$ cat src/rtl/i2c_bb_pkg.sv
package i2c_bb_pkg;
  typedef enum logic {
    DIR_TX = 1'b0,
    DIR_RX = 1'b1
  } dir_e;
endpackage

$ cat src/rtl/i2c_bb_txpath.sv
module i2c_bb_txpath #(
  parameter int unsigned DATA_W = 8
) (
  input  logic              clk,
  input  logic              rst_n,
  input  logic              tx_mode,
  input  logic              stretch_en,
  input  logic              wr_en,
  input  logic [DATA_W-1:0] wr_byte,
  input  logic              load,
  input  logic              byte_done,
  input  logic              flag_clr,
  output logic [DATA_W-1:0] tx_byte,
  output logic              tbe,
  output logic              btc,
  output logic              udr
);
  localparam logic [DATA_W-1:0] FILL = {DATA_W{1'b1}};

  logic [DATA_W-1:0] buf_q, buf_d;
  logic              tbe_q, tbe_d;
  logic              btc_q, btc_d;
  logic              udr_q, udr_d;

  always_comb begin
    buf_d = buf_q;
    tbe_d = tbe_q;
    btc_d = btc_q & tx_mode;
    udr_d = udr_q & ~flag_clr;
    if (load) begin
      if (tbe_q) begin
        if (!stretch_en) udr_d = 1'b1;
      end else begin
        tbe_d = 1'b1;
      end
    end
    if (byte_done && tx_mode && tbe_q && stretch_en && !wr_en) btc_d = 1'b1;
    if (wr_en) begin
      buf_d = wr_byte;
      tbe_d = 1'b0;
      btc_d = 1'b0;
    end
  end

  always_ff @(posedge clk or negedge rst_n) begin
    if (!rst_n) begin
      buf_q <= '0;
      tbe_q <= 1'b1;
      btc_q <= 1'b0;
      udr_q <= 1'b0;
    end else begin
      buf_q <= buf_d;
      tbe_q <= tbe_d;
      btc_q <= btc_d;
      udr_q <= udr_d;
    end
  end

  assign tx_byte = tbe_q ? FILL : buf_q;
  assign tbe     = tbe_q;
  assign btc     = btc_q;
  assign udr     = udr_q;

  AST_WRITE_FILLS: assert property (@(posedge clk) disable iff (!rst_n)
    wr_en |=> !tbe_q);
  AST_UDR_NEEDS_EMPTY: assert property (@(posedge clk) disable iff (!rst_n)
    (udr_q && !$past(udr_q)) |-> $past(tbe_q && !stretch_en));
endmodule

$ cat src/rtl/i2c_bb_rxpath.sv
module i2c_bb_rxpath #(
  parameter int unsigned DATA_W = 8
) (
  input  logic              clk,
  input  logic              rst_n,
  input  logic              rx_mode,
  input  logic              stretch_en,
  input  logic              rd_en,
  input  logic              byte_done,
  input  logic [DATA_W-1:0] rx_byte,
  input  logic              flag_clr,
  output logic [DATA_W-1:0] rd_byte,
  output logic              rbne,
  output logic              btc,
  output logic              ovr
);
  logic [DATA_W-1:0] buf_q, buf_d;
  logic [DATA_W-1:0] park_q, park_d;
  logic              rbne_q, rbne_d;
  logic              btc_q, btc_d;
  logic              ovr_q, ovr_d;
  logic              room;

  assign room = !rbne_q || (rd_en && !btc_q);

  always_comb begin
    buf_d  = buf_q;
    park_d = park_q;
    rbne_d = rbne_q;
    btc_d  = btc_q & rx_mode;
    ovr_d  = ovr_q & ~flag_clr;
    if (rd_en && rbne_q) begin
      if (btc_q) begin
        buf_d = park_q;
        btc_d = 1'b0;
      end else begin
        rbne_d = 1'b0;
      end
    end
    if (byte_done && rx_mode) begin
      if (room) begin
        buf_d  = rx_byte;
        rbne_d = 1'b1;
      end else if (stretch_en) begin
        park_d = rx_byte;
        btc_d  = 1'b1;
      end else begin
        ovr_d = 1'b1;
      end
    end
  end

  always_ff @(posedge clk or negedge rst_n) begin
    if (!rst_n) begin
      buf_q  <= '0;
      park_q <= '0;
      rbne_q <= 1'b0;
      btc_q  <= 1'b0;
      ovr_q  <= 1'b0;
    end else begin
      buf_q  <= buf_d;
      park_q <= park_d;
      rbne_q <= rbne_d;
      btc_q  <= btc_d;
      ovr_q  <= ovr_d;
    end
  end

  assign rd_byte = buf_q;
  assign rbne    = rbne_q;
  assign btc     = btc_q;
  assign ovr     = ovr_q;

  AST_NO_OVERFLOW: assert property (@(posedge clk) disable iff (!rst_n)
    (ovr_q && !$past(ovr_q)) |-> $past(rbne_q && !stretch_en));
  AST_READ_EMPTIES: assert property (@(posedge clk) disable iff (!rst_n)
    (rd_en && rbne_q && !btc_q && !byte_done) |=> !rbne_q);
endmodule

$ cat src/rtl/i2c_bb_ctrl.sv
module i2c_bb_ctrl (
  input  logic clk,
  input  logic rst_n,
  input  logic btc_tx,
  input  logic btc_rx,
  input  logic dma_eot,
  input  logic flag_clr,
  input  logic ack_en,
  input  logic last_xfer,
  input  logic master_rx,
  output logic hold,
  output logic done,
  output logic ack
);
  logic hold_q, hold_d;
  logic done_q, done_d;

  always_comb begin
    hold_d = btc_tx | btc_rx;
    done_d = done_q;
    if (flag_clr) done_d = 1'b0;
    if (dma_eot)  done_d = 1'b1;
  end

  always_ff @(posedge clk or negedge rst_n) begin
    if (!rst_n) begin
      hold_q <= 1'b0;
      done_q <= 1'b0;
    end else begin
      hold_q <= hold_d;
      done_q <= done_d;
    end
  end

  assign hold = hold_q;
  assign done = done_q;
  assign ack  = ack_en && !(last_xfer && master_rx && done_q);

  AST_HOLD_AFTER_CMPL: assert property (@(posedge clk) disable iff (!rst_n)
    (btc_tx || btc_rx) |=> hold_q);
  AST_EOT_STICKY: assert property (@(posedge clk) disable iff (!rst_n)
    (dma_eot) |=> done_q);
endmodule

$ cat src/rtl/i2c_bytebuf_stretch.sv
module i2c_bytebuf_stretch
  import i2c_bb_pkg::*;
#(
  parameter int unsigned DATA_W = 8
) (
  input  logic              clk,
  input  logic              rst_n,
  input  logic              cfg_rx,
  input  logic              cfg_slave,
  input  logic              cfg_no_stretch,
  input  logic              cfg_dma_en,
  input  logic              cfg_ack_en,
  input  logic              cfg_last_xfer,
  input  logic              wr_vld,
  input  logic [DATA_W-1:0] wr_data,
  input  logic              rd_vld,
  output logic [DATA_W-1:0] rd_data,
  input  logic              dma_tx_ack,
  input  logic [DATA_W-1:0] dma_wdata,
  input  logic              dma_rx_ack,
  input  logic              dma_eot,
  input  logic              flag_clr,
  input  logic              eng_load,
  input  logic              eng_byte_done,
  input  logic [DATA_W-1:0] eng_rx_data,
  output logic [DATA_W-1:0] eng_tx_data,
  output logic              eng_ack,
  output logic              tx_empty,
  output logic              rx_full,
  output logic              xfer_cmpl,
  output logic              overrun,
  output logic              underrun,
  output logic              dma_done,
  output logic              scl_hold,
  output logic              dma_tx_req,
  output logic              dma_rx_req
);
  dir_e              dir;
  logic              tx_mode, rx_mode, stretch_en;
  logic              wr_en, rd_en;
  logic [DATA_W-1:0] wr_byte;
  logic              btc_tx, btc_rx;

  assign dir        = cfg_rx ? DIR_RX : DIR_TX;
  assign tx_mode    = (dir == DIR_TX);
  assign rx_mode    = (dir == DIR_RX);
  assign stretch_en = !(cfg_slave && cfg_no_stretch);
  assign wr_en      = wr_vld | dma_tx_ack;
  assign wr_byte    = dma_tx_ack ? dma_wdata : wr_data;
  assign rd_en      = rd_vld | dma_rx_ack;

  i2c_bb_txpath #(.DATA_W(DATA_W)) u_tx (
    .clk       (clk),
    .rst_n     (rst_n),
    .tx_mode   (tx_mode),
    .stretch_en(stretch_en),
    .wr_en     (wr_en),
    .wr_byte   (wr_byte),
    .load      (eng_load),
    .byte_done (eng_byte_done),
    .flag_clr  (flag_clr),
    .tx_byte   (eng_tx_data),
    .tbe       (tx_empty),
    .btc       (btc_tx),
    .udr       (underrun)
  );

  i2c_bb_rxpath #(.DATA_W(DATA_W)) u_rx (
    .clk       (clk),
    .rst_n     (rst_n),
    .rx_mode   (rx_mode),
    .stretch_en(stretch_en),
    .rd_en     (rd_en),
    .byte_done (eng_byte_done),
    .rx_byte   (eng_rx_data),
    .flag_clr  (flag_clr),
    .rd_byte   (rd_data),
    .rbne      (rx_full),
    .btc       (btc_rx),
    .ovr       (overrun)
  );

  i2c_bb_ctrl u_ctrl (
    .clk      (clk),
    .rst_n    (rst_n),
    .btc_tx   (btc_tx),
    .btc_rx   (btc_rx),
    .dma_eot  (dma_eot),
    .flag_clr (flag_clr),
    .ack_en   (cfg_ack_en),
    .last_xfer(cfg_last_xfer),
    .master_rx(rx_mode && !cfg_slave),
    .hold     (scl_hold),
    .done     (dma_done),
    .ack      (eng_ack)
  );

  assign xfer_cmpl  = btc_tx | btc_rx;
  assign dma_tx_req = cfg_dma_en && tx_mode && tx_empty;
  assign dma_rx_req = cfg_dma_en && rx_mode && rx_full;

  AST_TX_REQ_DROPS: assert property (@(posedge clk) disable iff (!rst_n)
    (dma_tx_req && dma_tx_ack) |=> !dma_tx_req);
  AST_RX_REQ_DROPS: assert property (@(posedge clk) disable iff (!rst_n)
    (dma_rx_req && dma_rx_ack && !btc_rx && !eng_byte_done) |=> !dma_rx_req);
  AST_LAST_NACK: assert property (@(posedge clk) disable iff (!rst_n)
    (dma_done && cfg_last_xfer && cfg_rx && !cfg_slave) |-> !eng_ack);
  AST_NACK_NO_ACKEN: assert property (@(posedge clk) disable iff (!rst_n)
    (!cfg_ack_en) |-> !eng_ack);
endmodule

$ cat config.mk
export PLATFORM = sky130hd
export DESIGN_NAME = i2c_bytebuf_stretch
export DESIGN_NICKNAME = d
export VERILOG_FILES = /design/src/rtl/i2c_bb_pkg.sv /design/src/rtl/i2c_bb_txpath.sv /design/src/rtl/i2c_bb_rxpath.sv /design/src/rtl/i2c_bb_ctrl.sv /design/src/rtl/i2c_bytebuf_stretch.sv
export SDC_FILE = /design/constraint.sdc
export NUM_CORES = 1
export LEC_CHECK = 0
export BUFFER_PORTS_ARGS = -buffer_cell sky130_fd_sc_hd__clkbuf_2
export CORE_MARGIN = 2
export CORE_UTILIZATION = 49
export DETAILED_ROUTE_END_ITERATION = 16
export PLACE_DENSITY_LB_ADDON = 0.2
export SLEW_MARGIN = 10
export SYNTH_ARGS = -nofsm -noshare
export SYNTH_HDL_FRONTEND = slang
export SYNTH_SLANG_ARGS = --single-unit
$ cat constraint.sdc
create_clock -name clk -period 3.1 [get_ports clk]
set_input_delay 0.155 -clock clk [delete_from_list [all_inputs] [get_ports clk]]
set_output_delay 0.155 -clock clk [all_outputs]
set_load 0.01 [all_outputs]
==> impl_metrics.py <==
metrics = {
    "critical_path": {
        "critPathBufInv": 0,
        "path_cells": "o21bai_1, a21oi_2, mux2_2",
        "worstPathArrival_ps": 1840,
        "startpoint": "u_rx.btc",
        "rrSetupSlack_ps": 1460,
        "crit_path_start_kind": "flop",
        "rr_worst_depth": 3,
        "crit_path_top_delay_cell": "a21oi_2",
        "cp-end-kind": "flop",
        "worstSetupPathType": "flop to flop",
        "crit_family": "compound AO/OA/AOI/OAI gates",
        "path_max_fanout": 8,
        "r2r_start": "u_rx.btc",
        "critPathMaxStageDelay_ps": 460,
        "cp.depth": 3,
        "required_ps": 3300,
    },
    "worst_hold_path": {
        "min_from": "dma_eot",
        "hold_depth": 2,
        "hp-class": "input port to flop",
    },
    "clock_network": {
        "tritoncts": "done",
        "numCtsBuffers": 5,
        "htreeDepth": 2,
        "clk_path_buf_depth": 2,
        "root_buffer": "clkbuf_4",
        "cts.clk_slew.worst_paths_ps": 90,
        "worstSkewPairLatency_ps": 310,
        "clock-sinks": 32,
    },
    "layout": {
        "drive_gt1_frac": 0.5789,
        "diodes": 0,
        "num-fill-cells": 221,
        "layout.cells.non_filler": 221,
        "final_common_cell": "clkbuf_2",
        "syn2layout_area_growth_pct": 28.58,
        "final_cell_mix": "65 x clkbuf_2, 31 x dfrtp_1, 24 x mux2_2",
        "fin_util": 0.6739,
        "nets": 229,
    },
    "yosys": {
        "synth.distinct_cells": 24,
        "avgSynthCellArea_sq_um": 12.15,
        "seq_area_frac_synth": 0.5502,
        "yosysWarnings": 0,
        "syn_nets": 160,
        "syn_area_sq_mm": 0.001458,
        "netlist_instances": 120,
        "synth-seq-cells": 32,
    },
    "power_and_ir_drop": {
        "p_total_uw": 935.7,
        "leakagePower_nw": 0.9878,
        "powerDensity_mw_per_mm2": 499.2,
        "peakVddDrop_mv": 0.4879,
    },
    "timing": {
        "setup_slack_ps": 1460,
        "worst_pin_slew_ps": 764.1,
        "grt_setup_unrepaired": "no",
        "fmax_ghz": 0.6097,
        "maxSlewHeadroom": 0.4906,
        "finalSetupTns_ps": 0,
        "finalSetupViolations": 0,
        "finalHoldViolCount": 0,
        "min_period_over_period": 0.5291,
        "min_period_ps": 1640,
        "final_max_slew_viol_count": 0,
        "finClkSkew_ps": 5.942,
    },
    "grt": {
        "antenna_found_initial": 0,
        "grt_start_max_net_pins": 33,
        "grtUsageTotal": 0.1935,
        "grt.overflow.total": 0,
        "grt_pass1_wl_mm": 4.988,
        "grt_pass1_vias": 1144,
    },
    "drt": {
        "vias": 1188,
        "drt_iter0_drc": 52,
        "ant_nets": 0,
        "routed_wl_mm": 3.125,
        "drcViolationCount": 0,
        "routed_via_density": 5.376,
        "avgRoutedWirePerCell_microns": 14.14,
        "first_pass_iters": 4,
    },
    "place": {
        "place.gp.congestion": 0.7607,
        "dp.cells": 212,
        "dp_hpwl_mm": 2.373,
        "io_buffer_count": 65,
        "pre_cts_ws_ps": 1468,
    },
    "job": {
        "drv_cap": 0,
    },
    "die": {
        "num_io_pins": 66,
        "die_h_microns": 58.54,
        "die_w_microns": 58.54,
        "dieArea_sq_mm": 0.003427,
        "num_rows": 19,
        "core_area_sq_mm": 0.002781,
        "start_util": 0.5241,
    },
    "outcome": {
        "status": "completed",
    },
}
## layout make-up
type	count	area, sq um	area share
flip-flops and latches	32	802.0	0.4279
multi-input cells	83	635.6	0.3391
repair buffers	66	335.3	0.1789
clock buffers	8	58.81	0.03138
well taps	31	38.79	0.02069
inverters	1	3.754	0.002003
## cells in the mapped netlist (all sizes together)
master | n | area [sq um]
a21o | 1 | 7.510
buf | 1 | 5.000
clkbuf | 3 | 11.26
a21oi | 1 | 8.760
o2bb2ai | 2 | 17.52
a31oi | 1 | 6.260
nor2 | 2 | 7.510
dfrtp | 31 | 775.7
dfstp | 1 | 26.28
and3 | 2 | 15.01
mux2 | 24 | 270.3
o21ai | 9 | 45.04
or2 | 9 | 56.30
and2 | 1 | 6.260
o21bai | 1 | 7.510
inv | 1 | 3.750
nand4b | 1 | 8.760
mux2i | 8 | 80.08
nand2 | 16 | 60.06
o211ai | 1 | 12.51
nand3 | 2 | 15.01
nor3 | 1 | 5.000
nor4 | 1 | 6.260
## kinds of logic (layout without fill, tap and decap cells)
group,count (synthesis),in the layout,synth area share
buf+inv,5,75,0.01373
simple gates,35,35,0.1236
mux,32,32,0.2403
flops,32,32,0.5502
compound gates,16,16,0.07211
## what timing repair did
action | CTS | global route
buffers inserted | 0 | 0
hold buffers | 1 | 0
resized for setup | 0 | 0
endpoints found under the hold margin | 31 | 0
## worst paths after layout
| check | endpoint |
|---|---|
| setup / recovery | u_rx.rd_byte[3] |
| hold / removal | u_ctrl.done |
| setup reg to reg | u_rx.rd_byte[3] |
| hold reg to reg | u_rx.ovr |
| max in group asynchronous | u_rx.btc |
| min in group asynchronous | u_rx.park_q[5] |
## report_power, final
part | leakage [nW] | total [mW] | internal, mW | switching, mW
clock | 0.0326 | 0.240 | 0.112 | 0.128
sequential | 0.396 | 0.503 | 0.473 | 0.0303
combinational | 0.559 | 0.192 | 0.107 | 0.0854
## per-stage QoR
step	area [sq um]	hold slack, ps
2_1_floorplan	1458	-140.6
3_3_place_gp	1805	259.9
3_5_place_dp	1805	269.2
4_1_cts	1874	0.3597
5_1_grt	1874	3.174
6_report	1874	12.76
## per-layer routing
layer | vias up | share of wire | GRT usage
met1 | 566 | 0.41 | 0.2529
met5 | - | 0 | 0
met4 | 0 | 0.013 | 0.06977
met3 | 4 | 0.075 | 0.05275
met2 | 55 | 0.50 | 0.3098
li1 | 563 | - | -
No activity file was read; power rests on OpenSTA's default activity.
